[src/rtl/fxm_pkg.sv]
// Package: shared types for the saturating fixed-point multiplier.
// Assumes: nothing beyond standard SystemVerilog.
package fxm_pkg;

    // Handshake sequencer states.
    typedef enum logic [1:0] {
        ST_IDLE = 2'd0,
        ST_RUN  = 2'd1,
        ST_HOLD = 2'd2
    } fxm_state_e;

endpackage

[src/rtl/fxm_seqmul.sv]
// Module: fxm_seqmul
// Radix-2 signed shift-add multiplier. It takes one multiplier bit per cycle
// and subtracts the partial product for the sign bit.
// Assumes: start is a one-cycle pulse given only while the core is idle.
// Produces A_W+B_W product bits; done pulses on the cycle the product is final.
module fxm_seqmul #(
    parameter int A_W = 48,
    parameter int B_W = 20
) (
    input  logic                 clk,
    input  logic                 rst_n,
    input  logic                 start,
    input  logic [A_W-1:0]       a_in,
    input  logic [B_W-1:0]       b_in,
    output logic                 done,
    output logic [A_W+B_W-1:0]   prod
);
    localparam int P_W = A_W + B_W;
    localparam int C_W = $clog2(B_W + 1);
    localparam logic [C_W-1:0] LAST = C_W'(B_W - 1);

    logic [P_W-1:0] mcand;
    logic [B_W-1:0] mplier;
    logic [P_W-1:0] acc;
    logic [C_W-1:0] step;
    logic           busy;
    logic [P_W-1:0] addend;
    logic [P_W-1:0] acc_nx;

    // Select the partial product: add for value bits, subtract for the sign bit.
    always_comb begin
        addend = mplier[0] ? mcand : '0;
        acc_nx = (step == LAST) ? (acc - addend) : (acc + addend);
    end

    // Capture operands on start, then accumulate one bit per cycle.
    always_ff @(posedge clk) begin
        if (!rst_n) begin
            mcand  <= '0;
            mplier <= '0;
            acc    <= '0;
            step   <= '0;
            busy   <= 1'b0;
            done   <= 1'b0;
        end else if (start) begin
            mcand  <= {{B_W{a_in[A_W-1]}}, a_in};
            mplier <= b_in;
            acc    <= '0;
            step   <= '0;
            busy   <= 1'b1;
            done   <= 1'b0;
        end else if (busy) begin
            acc    <= acc_nx;
            mcand  <= mcand << 1;
            mplier <= mplier >> 1;
            step   <= step + 1'b1;
            busy   <= (step != LAST);
            done   <= (step == LAST);
        end else begin
            done   <= 1'b0;
        end
    end

    assign prod = acc;

    // the step counter never passes the last operand bit.
    step_range_chk: assert property (@(posedge clk) disable iff (!rst_n)
        busy |-> (step <= LAST));

    // completion is reported only after the core leaves the busy state.
    done_after_busy_chk: assert property (@(posedge clk) disable iff (!rst_n)
        done |-> (!busy && $past(busy)));

endmodule

[src/rtl/fxm_rescale.sv]
// Module: fxm_rescale
// Moves a full-width signed product to the output format. It drops DROP low
// bits (arithmetic shift, so truncation toward negative infinity) and clamps
// the remaining integer part to Y_W bits.
// Assumes: DROP >= 0 and P_W > DROP. Purely combinational.
module fxm_rescale #(
    parameter int P_W  = 68,
    parameter int DROP = 8,
    parameter int Y_W  = 56
) (
    input  logic [P_W-1:0] prod,
    output logic [Y_W-1:0] y,
    output logic           ovf
);
    localparam int SH_W = P_W - DROP;
    localparam logic [Y_W-1:0] Y_MAX = {1'b0, {(Y_W-1){1'b1}}};
    localparam logic [Y_W-1:0] Y_MIN = {1'b1, {(Y_W-1){1'b0}}};

    logic [SH_W-1:0] sh;
    assign sh = prod[P_W-1:DROP];

    generate
        if (SH_W > Y_W) begin : g_narrow
            logic [SH_W-Y_W:0] hi;
            assign hi = sh[SH_W-1:Y_W-1];
            // Clamp when the discarded bits are not all copies of the kept sign.
            always_comb begin
                ovf = !((&hi) || !(|hi));
                if (ovf) y = sh[SH_W-1] ? Y_MIN : Y_MAX;
                else     y = sh[Y_W-1:0];
            end
        end else if (SH_W == Y_W) begin : g_equal
            // Formats line up: pass through.
            always_comb begin
                ovf = 1'b0;
                y   = sh;
            end
        end else begin : g_wide
            // Output is wider: sign-extend.
            always_comb begin
                ovf = 1'b0;
                y   = {{(Y_W-SH_W){sh[SH_W-1]}}, sh};
            end
        end
    endgenerate

endmodule

[src/rtl/fxm_ctrl.sv]
// Module: fxm_ctrl
// Arm/finished sequencer. Starts the core from idle on arm, latches the result
// when the core reports done, and holds it until arm is released.
// Assumes: core_done pulses exactly once per start.
module fxm_ctrl
    import fxm_pkg::*;
(
    input  logic clk,
    input  logic rst_n,
    input  logic arm,
    input  logic core_done,
    output logic start,
    output logic latch,
    output logic finished
);
    fxm_state_e state;

    // Decode the start and latch strobes from the current state.
    always_comb begin
        start = (state == ST_IDLE) && arm;
        latch = (state == ST_RUN) && core_done;
    end

    // Advance the handshake state and drive finished.
    always_ff @(posedge clk) begin
        if (!rst_n) begin
            state    <= ST_IDLE;
            finished <= 1'b0;
        end else begin
            unique case (state)
                ST_IDLE: if (arm) state <= ST_RUN;
                ST_RUN:  if (core_done) begin
                             state    <= ST_HOLD;
                             finished <= 1'b1;
                         end
                ST_HOLD: if (!arm) begin
                             state    <= ST_IDLE;
                             finished <= 1'b0;
                         end
                default: state <= ST_IDLE;
            endcase
        end
    end

    // finished drops on the edge after arm is seen low.
    fin_clear_chk: assert property (@(posedge clk) disable iff (!rst_n)
        (finished && !arm) |=> !finished);

    // no new start is issued while a result is being held.
    no_restart_chk: assert property (@(posedge clk) disable iff (!rst_n)
        finished |-> !start);

endmodule

[src/rtl/fxm_sat_mul.sv]
// Module: fxm_sat_mul (top)
// Saturating fixed-point coefficient multiplier with an arm/finished handshake.
// Coefficient CI.CF times operand OI.OF gives output YI.YF, truncated low
// and saturated high.
// Assumes: CF_BITS + OF_BITS >= YF_BITS; arm is held until finished is seen.
module fxm_sat_mul #(
    parameter int CI_BITS = 8,
    parameter int CF_BITS = 40,
    parameter int OI_BITS = 12,
    parameter int OF_BITS = 8,
    parameter int YI_BITS = 16,
    parameter int YF_BITS = 40
) (
    input  logic                          clk,
    input  logic                          rst_n,
    input  logic                          arm,
    input  logic [CI_BITS+CF_BITS-1:0]    coef,
    input  logic [OI_BITS+OF_BITS-1:0]    opnd,
    output logic                          finished,
    output logic [YI_BITS+YF_BITS-1:0]    result
);
    localparam int K_W  = CI_BITS + CF_BITS;
    localparam int X_W  = OI_BITS + OF_BITS;
    localparam int Y_W  = YI_BITS + YF_BITS;
    localparam int P_W  = K_W + X_W;
    localparam int DROP = CF_BITS + OF_BITS - YF_BITS;

    logic           start;
    logic           latch;
    logic           core_done;
    logic [P_W-1:0] prod;
    logic [Y_W-1:0] y_next;
    logic           ovf;

    fxm_ctrl u_ctrl (
        .clk      (clk),
        .rst_n    (rst_n),
        .arm      (arm),
        .core_done(core_done),
        .start    (start),
        .latch    (latch),
        .finished (finished)
    );

    fxm_seqmul #(.A_W(K_W), .B_W(X_W)) u_core (
        .clk  (clk),
        .rst_n(rst_n),
        .start(start),
        .a_in (coef),
        .b_in (opnd),
        .done (core_done),
        .prod (prod)
    );

    fxm_rescale #(.P_W(P_W), .DROP(DROP), .Y_W(Y_W)) u_rescale (
        .prod(prod),
        .y   (y_next),
        .ovf (ovf)
    );

    // Register the rescaled product when the sequencer latches it.
    always_ff @(posedge clk) begin
        if (!rst_n)     result <= '0;
        else if (latch) result <= y_next;
    end

    // a clamped or exact result keeps the sign of the true product.
    sign_keep_chk: assert property (@(posedge clk) disable iff (!rst_n)
        $rose(finished) |-> (result[Y_W-1] == $past(prod[P_W-1])));

    // the result stays put while finished remains high.
    result_hold_chk: assert property (@(posedge clk) disable iff (!rst_n)
        (finished && $past(finished)) |-> $stable(result));

    // the edge after a reset leaves finished low.
    reset_clear_chk: assert property (@(posedge clk)
        !rst_n |=> !finished);

endmodule

[config.mk]
export PLATFORM = sky130hd
export DESIGN_NAME = fxm_sat_mul
export DESIGN_NICKNAME = d
export VERILOG_FILES = /design/src/rtl/fxm_pkg.sv /design/src/rtl/fxm_seqmul.sv /design/src/rtl/fxm_rescale.sv /design/src/rtl/fxm_ctrl.sv /design/src/rtl/fxm_sat_mul.sv
export SDC_FILE = /design/constraint.sdc
export NUM_CORES = 1
export LEC_CHECK = 0
export ABC_AREA = 1
export BUFFER_PORTS_ARGS = -buffer_cell sky130_fd_sc_hd__buf_2
export CAP_MARGIN = 20
export CORE_MARGIN = 2
export CORE_UTILIZATION = 67
export DETAILED_ROUTE_END_ITERATION = 10
export PLACE_DENSITY = 0.95
export SYNTH_ARGS = -nofsm -noshare
export SYNTH_HDL_FRONTEND = slang
export SYNTH_HIERARCHICAL = 1
export SYNTH_SLANG_ARGS = --single-unit
export TNS_END_PERCENT = 50
[constraint.sdc]
create_clock -name clk -period 9.15 [get_ports clk]
set_input_delay 0.915 -clock clk [delete_from_list [all_inputs] [get_ports clk]]
set_output_delay 0.915 -clock clk [all_outputs]
set_load 0.01 [all_outputs]
==> summary.txt, run 1 <==
Outcome
  • Status: complete, no violations

Placed design
  • HPWL after detailed placement: 39900 um
  • Dpl cell area: 17300 um2
  • Routability-driven placement congestion ratio: 1.04
  • PortBufs: 127

Worst setup path
  • Critical Path Slowest Stage Cell: sky130_fd_sc_hd__ha_1
  • Critical Path RT: 9.58 ns
  • Arrival time at the worst endpoint: 5.31 ns
  • Origin of the critical flop-to-flop path: u_core/step[0]
  • Largest stage delay on the critical path: 0.42 ns
  • Crit Path Max Fanout: 33
  • Setup crit end kind: register
  • Cell with the most instances on the worst path: sky130_fd_sc_hd__inv_1
  • Buffering stage count on the worst path with inverters included: 7
  • Register-to-Register Path Depth: 23
  • Sequence of cells on the critical path: ha_1 > inv_1 > nor4_4 > buf_4 > inv_1 > buf_4 > o21ai_0 > nand2_1 > a21oi_2 > o21ai_1 > xor2_1 > ha_1 > inv_1 > nor3_1 > inv_1 > nor2_1 > nand3_1 > nor3_1 > nand3_1 > nand4_1 > nand3_1 > nand2_1 > inv_1
  • Register-to-register path setup slack: 4.28 ns
  • Worst reg2reg path endpoint: u_core/prod[66]
  • CP delay by family, top: simple AND/OR/NAND/NOR gates
  • Category of the most critical setup path: register to register
  • Startpoint type of the worst setup path: register

Power
  • Static power due to leakage: 9.45 nW
  • Power, Total: 3.34 mW
  • Worst supply voltage drop on vdd: 0.170 mV
  • Power per cell area: 185 nW/um2

CTS
  • Post-CTS setup repair buffer count: 0
  • Post-CTS resize count: 0
  • Clk pin slew, worst setup/hold paths: 0.07 ns
  • Root Buffer: sky130_fd_sc_hd__clkbuf_16
  • Htree depth: 1
  • Count of hold-fix buffers inserted at cts: 0
  • TritonCTS buffer count: 25
  • TritonCTS clock tree: done
  • Latest clock arrival within the worst-skew pair: 0.54 ns
  • Clock buffer depth: 3
  • Clock sinks: 222

Floorplan
  • Starting utilization of the core area: 68.4%
  • Die Area: 26100 um2
  • Number of ports placed on the die boundary: 128
  • Die height: 162 um
  • Row cnt: 57
  • Horizontal extent of the die: 162 um
  • Placeable core area: 24300 um2

GRT
  • Total track usage: 40.0%
  • Most Crowded Layer GR: met2
  • Met1 capacity usage during global routing: 54.0%
  • Pin count of the biggest net entering global routing: 99
  • Total global routing overflow: 0
  • Antenna violations before repair: 0
  • Met2 Usage GRT: 64.9%
  • Via count of the first global-routing pass: 16700
  • Global-route wire length before repair: 84400 um
  • Met3 Usage GRT: 5.80%

Final layout
  • Nets@finish: 2975
  • Layout Utilization: 74.4%
  • Fraction of layout instances using a drive strength above 1: 9.09%
  • Layout overhead on the synthesized area: 8.73%
  • Antenna diode count: 0
  • # fillers: 1904
  • Final design instance area without fill: 18100 um2

Detailed routing
  • Number of nets with antenna violations after detailed routing: 0
  • Avg WL per Cell: 16.9 um
  • Wirelength, routed: 53600 um
  • Via count normalized by instance count: 5.77
  • Count of TritonRoute iterations in the first routing pass: 7
  • Routed vias: 18300
  • DRC errors left: 0
  • Initial DRC Count: 2470

Timing
  • Part of the cycle the worst path needs: 53.3%
  • Headroom to the max-slew limit: 27.1%
  • Post-route minimum period: 4.87 ns
  • Setup repair after global routing missed its margin: false
  • Worst clock skew: 0.0155 ns
  • Number of pins with negative max-slew slack in the final report: 0
  • Setup total negative slack: 0 ns
  • Count of endpoints failing setup in the final report: 0
  • Peak Freq: 0.205 GHz
  • Worst hold-check slack: 0.464 ns
  • Slew at the pin with the worst max-slew slack: 1.09 ns
  • Hold violation total from the final report: 0

Synthesis
  • Number of warnings printed during yosys synthesis: 6
  • Mean instance size in the synthesized netlist: 6.01 um2
  • Synth Instances: 2768
  • Syn nets: 2909
  • Area of the mapped netlist: 16600 um2

Flow run
  • Max-cap viol count: 0

Hold path
  • Hold Crit Start: u_ctrl/finished
  • End point of the worst hold path: u_ctrl/finished
  • Classification of the worst-slack hold path: register to register
  • Worst hold path stage count: 2
report_power, final:
group	internal (mW)	leakage [nW]	switching, mW	total (mW)
sequential	1.03	1.82	0.0731	1.10
combinational	0.403	7.25	0.857	1.26
clock	0.555	0.386	0.422	0.977
state kept, by name, indices dropped and copies added, names as in the netlist:
register         cells
u_core/prod         68
u_core/busy          1
u_core/mplier       20
u_core/mcand        68
u_core/step          5
result              56
u_core/done          1
u_ctrl/finished      1
u_ctrl/state         2
cell usage in the layout (no fill, tap or decap), types with 5 or more instances in the layout:
cell,instances
sky130_fd_sc_hd__o21a_1,5
sky130_fd_sc_hd__ha_1,69
sky130_fd_sc_hd__nor3_1,25
sky130_fd_sc_hd__o21bai_1,16
sky130_fd_sc_hd__a221oi_1,18
sky130_fd_sc_hd__buf_2,126
sky130_fd_sc_hd__a21o_1,6
sky130_fd_sc_hd__o21ai_1,7
sky130_fd_sc_hd__nand2_1,687
sky130_fd_sc_hd__clkbuf_16,25
sky130_fd_sc_hd__inv_1,403
sky130_fd_sc_hd__xnor2_1,25
sky130_fd_sc_hd__nand2_2,27
sky130_fd_sc_hd__a21oi_1,132
sky130_fd_sc_hd__dfxtp_1,220
sky130_fd_sc_hd__buf_4,14
sky130_fd_sc_hd__inv_2,10
sky130_fd_sc_hd__clkinv_2,7
sky130_fd_sc_hd__nor2_4,5
sky130_fd_sc_hd__nand3_1,90
sky130_fd_sc_hd__nand4_1,15
sky130_fd_sc_hd__xor2_1,68
sky130_fd_sc_hd__nand3_2,7
sky130_fd_sc_hd__o221ai_1,56
sky130_fd_sc_hd__nor2_2,11
sky130_fd_sc_hd__o21ai_0,167
sky130_fd_sc_hd__a31oi_1,9
sky130_fd_sc_hd__nor2_1,542
sky130_fd_sc_hd__o211ai_1,9
routing by layer:
metal,vias up,routed length (um)
met4,0,2310
li1,8873,-
met3,194,5680
met2,1139,23500
met5,-,0
met1,8118,22100
through the flow:
step | std cells | setup WS (ns)
after floorplan | 2768 | 5.69
after global placement | 3131 | 4.60
after detailed placement | 3131 | 4.53
after CTS | 3174 | 4.49
after global routing | 3174 | 3.89
final | 3174 | 4.28
worst reg2reg max path: stages, from the launching register on:
cell,delay (ns)
sky130_fd_sc_hd__dfxtp_1,0.37
sky130_fd_sc_hd__ha_1,0.21
sky130_fd_sc_hd__inv_1,0.08
sky130_fd_sc_hd__nor4_4,0.13
sky130_fd_sc_hd__buf_4,0.38
sky130_fd_sc_hd__inv_1,0.24
sky130_fd_sc_hd__buf_4,0.31
sky130_fd_sc_hd__o21ai_0,0.16
sky130_fd_sc_hd__nand2_1,0.16
sky130_fd_sc_hd__a21oi_2,0.26
sky130_fd_sc_hd__o21ai_1,0.13
sky130_fd_sc_hd__xor2_1,0.19
sky130_fd_sc_hd__ha_1,0.42
sky130_fd_sc_hd__inv_1,0.13
sky130_fd_sc_hd__nor3_1,0.27
sky130_fd_sc_hd__inv_1,0.09
sky130_fd_sc_hd__nor2_1,0.18
sky130_fd_sc_hd__nand3_1,0.16
sky130_fd_sc_hd__nor3_1,0.31
sky130_fd_sc_hd__nand3_1,0.24
sky130_fd_sc_hd__nand4_1,0.15
sky130_fd_sc_hd__nand3_1,0.08
sky130_fd_sc_hd__nand2_1,0.09
sky130_fd_sc_hd__inv_1,0.04
how the worst max path moves through the flow:
stage	start	end	cells after the start
finish	u_core/step[0]	u_core/prod[66]	23
global route	u_core/mplier[0]	u_core/prod[66]	24
CTS	u_core/mplier[0]	u_core/prod[66]	24
detailed placement	u_core/mplier[0]	u_core/prod[66]	24
global placement	u_core/step[1]	u_core/prod[66]	23
floorplan	u_core/mplier[0]	u_core/prod[67]	29
cell type report:
type	count	area, um2	area share [%]
Timing Repair Buffer	140	736	4.07
Clock inverter	12	104	0.574
Multi-Input combinational cell	2030	10200	56.1
Inverter	415	1560	8.62
Tap cell	324	405	2.24
Clock buffer	31	678	3.75
Sequential cell	222	4450	24.6
(Power assumes the default switching activity.)
==> inputs of run 2 (changes only) <==
--- a/config.mk
+++ b/config.mk
@@ -5,13 +5,13 @@
 export SDC_FILE = /design/constraint.sdc
 export NUM_CORES = 1
 export LEC_CHECK = 0
-export ABC_AREA = 1
+export ABC_AREA = 0
 export BUFFER_PORTS_ARGS = -buffer_cell sky130_fd_sc_hd__buf_2
 export CAP_MARGIN = 20
 export CORE_MARGIN = 2
-export CORE_UTILIZATION = 67
+export CORE_UTILIZATION = 56
 export DETAILED_ROUTE_END_ITERATION = 10
-export PLACE_DENSITY = 0.95
+export PLACE_DENSITY = 0.87
 export SYNTH_ARGS = -nofsm -noshare
 export SYNTH_HDL_FRONTEND = slang
 export SYNTH_HIERARCHICAL = 1
==> constraint.sdc (replaced) <==
create_clock -name clk -period 3.9 [get_ports clk]
set_input_delay 0.39 -clock clk [delete_from_list [all_inputs] [get_ports clk]]
set_output_delay 0.39 -clock clk [all_outputs]
set_load 0.01 [all_outputs]
==> run 2 against run 1 <==
The run now ends with setup timing left. Register-to-register slack got worse by 5.2 ns. Non-clock buffer count rose by 432. Worst setup slack got worse by 5.2 ns. Synthesized cell count fell by 27%. Hold slack got worse by 0.40 ns. Sequential power rose by 140%. Flip-flop and latch count did not move. Critical path depth fell by 1. Cell area rose by 24%. Global-route usage fell by 4.4 points. Sequential share of layout area fell by 4.6 points. Largest power group unchanged.
==> summary.txt, run 2 <==
Synthesis
  • Mean instance size in the synthesized netlist: 8.11 um2 (+35%)
  • Number of warnings printed during yosys synthesis: 6 (unchanged)
  • Synth Instances: 2012 (-27%)
  • Area of the mapped netlist: 16300 um2 (-1.9%)
  • Syn nets: 2153 (-26%)

Final layout
  • # fillers: 1891 (-0.68%)
  • Layout Utilization: 77.9% (+3.6 points)
  • Layout overhead on the synthesized area: 37.1%
  • Fraction of layout instances using a drive strength above 1: 35.5% (+26 points)
  • Most common cell after layout, fill and taps aside: sky130_fd_sc_hd__buf_4
  • Nets@finish: 2594 (-13%)
  • Top library cells by usage in the layout, fill and taps aside: sky130_fd_sc_hd__buf_4 (425), sky130_fd_sc_hd__dfxtp_1 (209), sky130_fd_sc_hd__nand2_1 (201), sky130_fd_sc_hd__nor2_1 (191), sky130_fd_sc_hd__mux2i_1 (170)

Outcome
  • Status: complete, but fails checks
  • Violated checks: setup timing

Detailed routing
  • Number of nets with antenna violations after detailed routing: 0 (unchanged)
  • Via count normalized by instance count: 6.23 (+7.9%)
  • Avg WL per Cell: 20.0 um (+19%)
  • Count of TritonRoute iterations in the first routing pass: 6 (-1)
  • Wirelength, routed: 57200 um (+6.7%)
  • DRC errors left: 0 (unchanged)
  • Initial DRC Count: 1974 (-20%)
  • Routed vias: 17800 (-2.8%)

CTS
  • Clk pin slew, worst setup/hold paths: 0.06 ns (about the same)
  • Clock buffer depth: 3 (unchanged)
  • Htree depth: 1 (unchanged)
  • Clock sinks: 222 (unchanged)
  • Count of hold-fix buffers inserted at cts: 0 (unchanged)
  • TritonCTS clock tree: done
  • Latest clock arrival within the worst-skew pair: 0.55 ns (about the same)
  • Root Buffer: sky130_fd_sc_hd__clkbuf_16
  • TritonCTS buffer count: 26 (+4.0%)

GRT
  • Antenna violations before repair: 0 (unchanged)
  • Global-route wire length before repair: 89200 um (+5.6%)
  • Total global routing overflow: 0 (unchanged)
  • Total track usage: 35.6% (-4.4 points)
  • Pin count of the biggest net entering global routing: 126 (+27%)
  • Via count of the first global-routing pass: 17200 (+3.1%)

Worst setup path
  • Register-to-Register Path Depth: 22 (-4.3%)
  • Register-to-register path setup slack: -0.96 ns (-5.23 ns)
  • Crit Path Max Fanout: 5 (-85%)
  • Arrival time at the worst endpoint: 5.27 ns (-0.04 ns)
  • Critical path origin: u_core/mcand[20]
  • Critical Path RT: 4.31 ns (-5.27 ns)
  • Startpoint type of the worst setup path: register
  • Category of the most critical setup path: register to register
  • Origin of the critical flop-to-flop path: u_core/mcand[20]
  • Setup crit end kind: register

Power
  • Net switching share of the total power: 38.1% (-2.3 points)
  • Gate power share: 52.6% (+15 points)
  • Clock power share: 24.0% (-5.3 points)
  • Cell internal pwr: 7.01 mW (+250%)
  • Power, Total: 11.3 mW (+240%)
  • NetSw: 4.32 mW (+220%)
  • Part of the power in registers: 23.4% (-9.6 points)
  • Worst supply voltage drop on vdd: 0.414 mV (+140%)
  • Power per cell area: 507 nW/um2 (+170%)
  • Static power due to leakage: 9.90 nW (+4.8%)

Timing
  • Headroom to the max-slew limit: 32.5% (+5.4 points)
  • Crit path setup slack, layout: -0.956 ns (-5.23 ns)
  • Hold violation total from the final report: 0 (unchanged)
  • Slew at the pin with the worst max-slew slack: 1.01 ns (-0.0793 ns)
  • Part of the cycle the worst path needs: 125% (+71 points)
  • Post-route minimum period: 4.86 ns (-0.0184 ns)
  • Worst clock skew: 0.0236 ns (+0.00815 ns)
  • Peak Freq: 0.206 GHz (+0.38%)
  • Setup total negative slack: -25.53 ns (-25.53 ns)
  • Setup repair after global routing missed its margin: true
  • Count of endpoints failing setup in the final report: 43 (+43)
  • Number of pins with negative max-slew slack in the final report: 0 (unchanged)

Flow run
  • Max-cap viol count: 0 (unchanged)

Placed design
  • PortBufs: 127 (unchanged)
  • HPWL after detailed placement: 39500 um (-1.1%)
  • Routability-driven placement congestion ratio: 0.957 (-8.1%)
  • Pre-CTS setup slack: -0.933 ns (-5.46 ns)

Floorplan
  • Placeable core area: 28700 um2 (+18%)
  • Starting utilization of the core area: 56.8% (-12 points)
  • Row cnt: 62 (+8.8%)
  • Horizontal extent of the die: 175 um (+8.1%)
  • Die height: 175 um (+8.1%)
  • Number of ports placed on the die boundary: 128 (unchanged)
  • Die Area: 30500 um2 (+17%)

Hold path
  • Hold Crit Start: opnd[12]
  • Classification of the worst-slack hold path: input port to register
  • Worst hold path stage count: 2 (unchanged)
## run 2: cell types whose count changed in the layout (fill, tap and decap cells not counted), sizes merged, moves of 100 or more
cell / previous run / this run
buf: 140 / 572
inv: 416 / 32
nor2: 558 / 202
mux2i: 0 / 170
o21ai: 176 / 76
nand2: 717 / 221
## run 2: metrics by stage
| step | std cells | hold WS (ns) | instance area [um2] |
|---|---|---|---|
| 4_1_cts | 2852 | 0.0454 | 21900 |
| 3_5_place_dp | 2770 | 0.453 | 20000 |
| 2_1_floorplan | 2012 | 0.455 | 16600 |
| 6_report | 2858 | 0.0615 | 22400 |
| 5_1_grt | 2857 | 0.0634 | 22400 |
| 3_3_place_gp | 2770 | 0.453 | 20000 |
## run 2: critical path, cell delays in order (launching register included)
cell	delay [ns]
sky130_fd_sc_hd__dfxtp_2	0.33
sky130_fd_sc_hd__nor4_4	0.32
sky130_fd_sc_hd__nand4b_1	0.18
sky130_fd_sc_hd__or3_4	0.42
sky130_fd_sc_hd__or4_4	0.44
sky130_fd_sc_hd__a21o_4	0.28
sky130_fd_sc_hd__nor2_4	0.17
sky130_fd_sc_hd__a31oi_4	0.10
sky130_fd_sc_hd__mux2_4	0.31
sky130_fd_sc_hd__nand2_2	0.08
sky130_fd_sc_hd__ha_4	0.21
sky130_fd_sc_hd__and3_4	0.16
sky130_fd_sc_hd__and4_4	0.20
sky130_fd_sc_hd__a31oi_2	0.15
sky130_fd_sc_hd__o31ai_2	0.09
sky130_fd_sc_hd__a221oi_1	0.25
sky130_fd_sc_hd__o41a_1	0.36
sky130_fd_sc_hd__buf_4	0.18
sky130_fd_sc_hd__o31ai_4	0.06
sky130_fd_sc_hd__buf_4	0.13
sky130_fd_sc_hd__buf_4	0.13
sky130_fd_sc_hd__xnor2_2	0.13
sky130_fd_sc_hd__o21ai_1	0.07
## run 2: power by group through the flow
stage	combinational, mW	clock, mW	sequential, mW
3_5_place_dp	5.03	0	2.67
5_1_grt	6.34	2.83	2.67
6_report	5.96	2.72	2.65
4_1_cts	5.51	2.76	2.64
2_1_floorplan	3.05	0	2.63
3_3_place_gp	4.91	0	2.66
## run 2: final cells by class
cell class / count / area, um2 / area share (%)
Antenna cell: 1 / 2.50 / 0.0112
Clock buffer: 31 / 709 / 3.17
Clock inverter: 17 / 263 / 1.17
Inverter: 32 / 123 / 0.548
Multi-Input combinational cell: 1599 / 12200 / 54.7
Sequential cell: 222 / 4460 / 20.0
Tap cell: 384 / 480 / 2.15
Timing Repair Buffer: 572 / 4080 / 18.2
## run 2: what timing repair did
| action | 4_1_cts | 5_1_grt |
|---|---|---|
| resized for setup | 142 | 91 |
| endpoints found under the setup margin | 47 | 54 |
| pin swaps | 110 | 64 |
| buffers inserted | 43 | 7 |
| cloned | 0 | 0 |
## run 2: metal layers
metal  wire [um]  up-vias  global-route usage (%)
li1            -     8259                       -
met3        4410      177                    4.72
met5           0        -                       0
met2       26500      872                    59.3
met1       24000     8499                    47.2
met4        2170        0                    13.0
## run 2: final timing paths
| kind | end |
|---|---|
| max reg2reg | u_core/prod[56] |
| min | u_core/mplier[12] |
| min reg2reg | u_core/prod[63] |
| max | u_core/prod[56] |
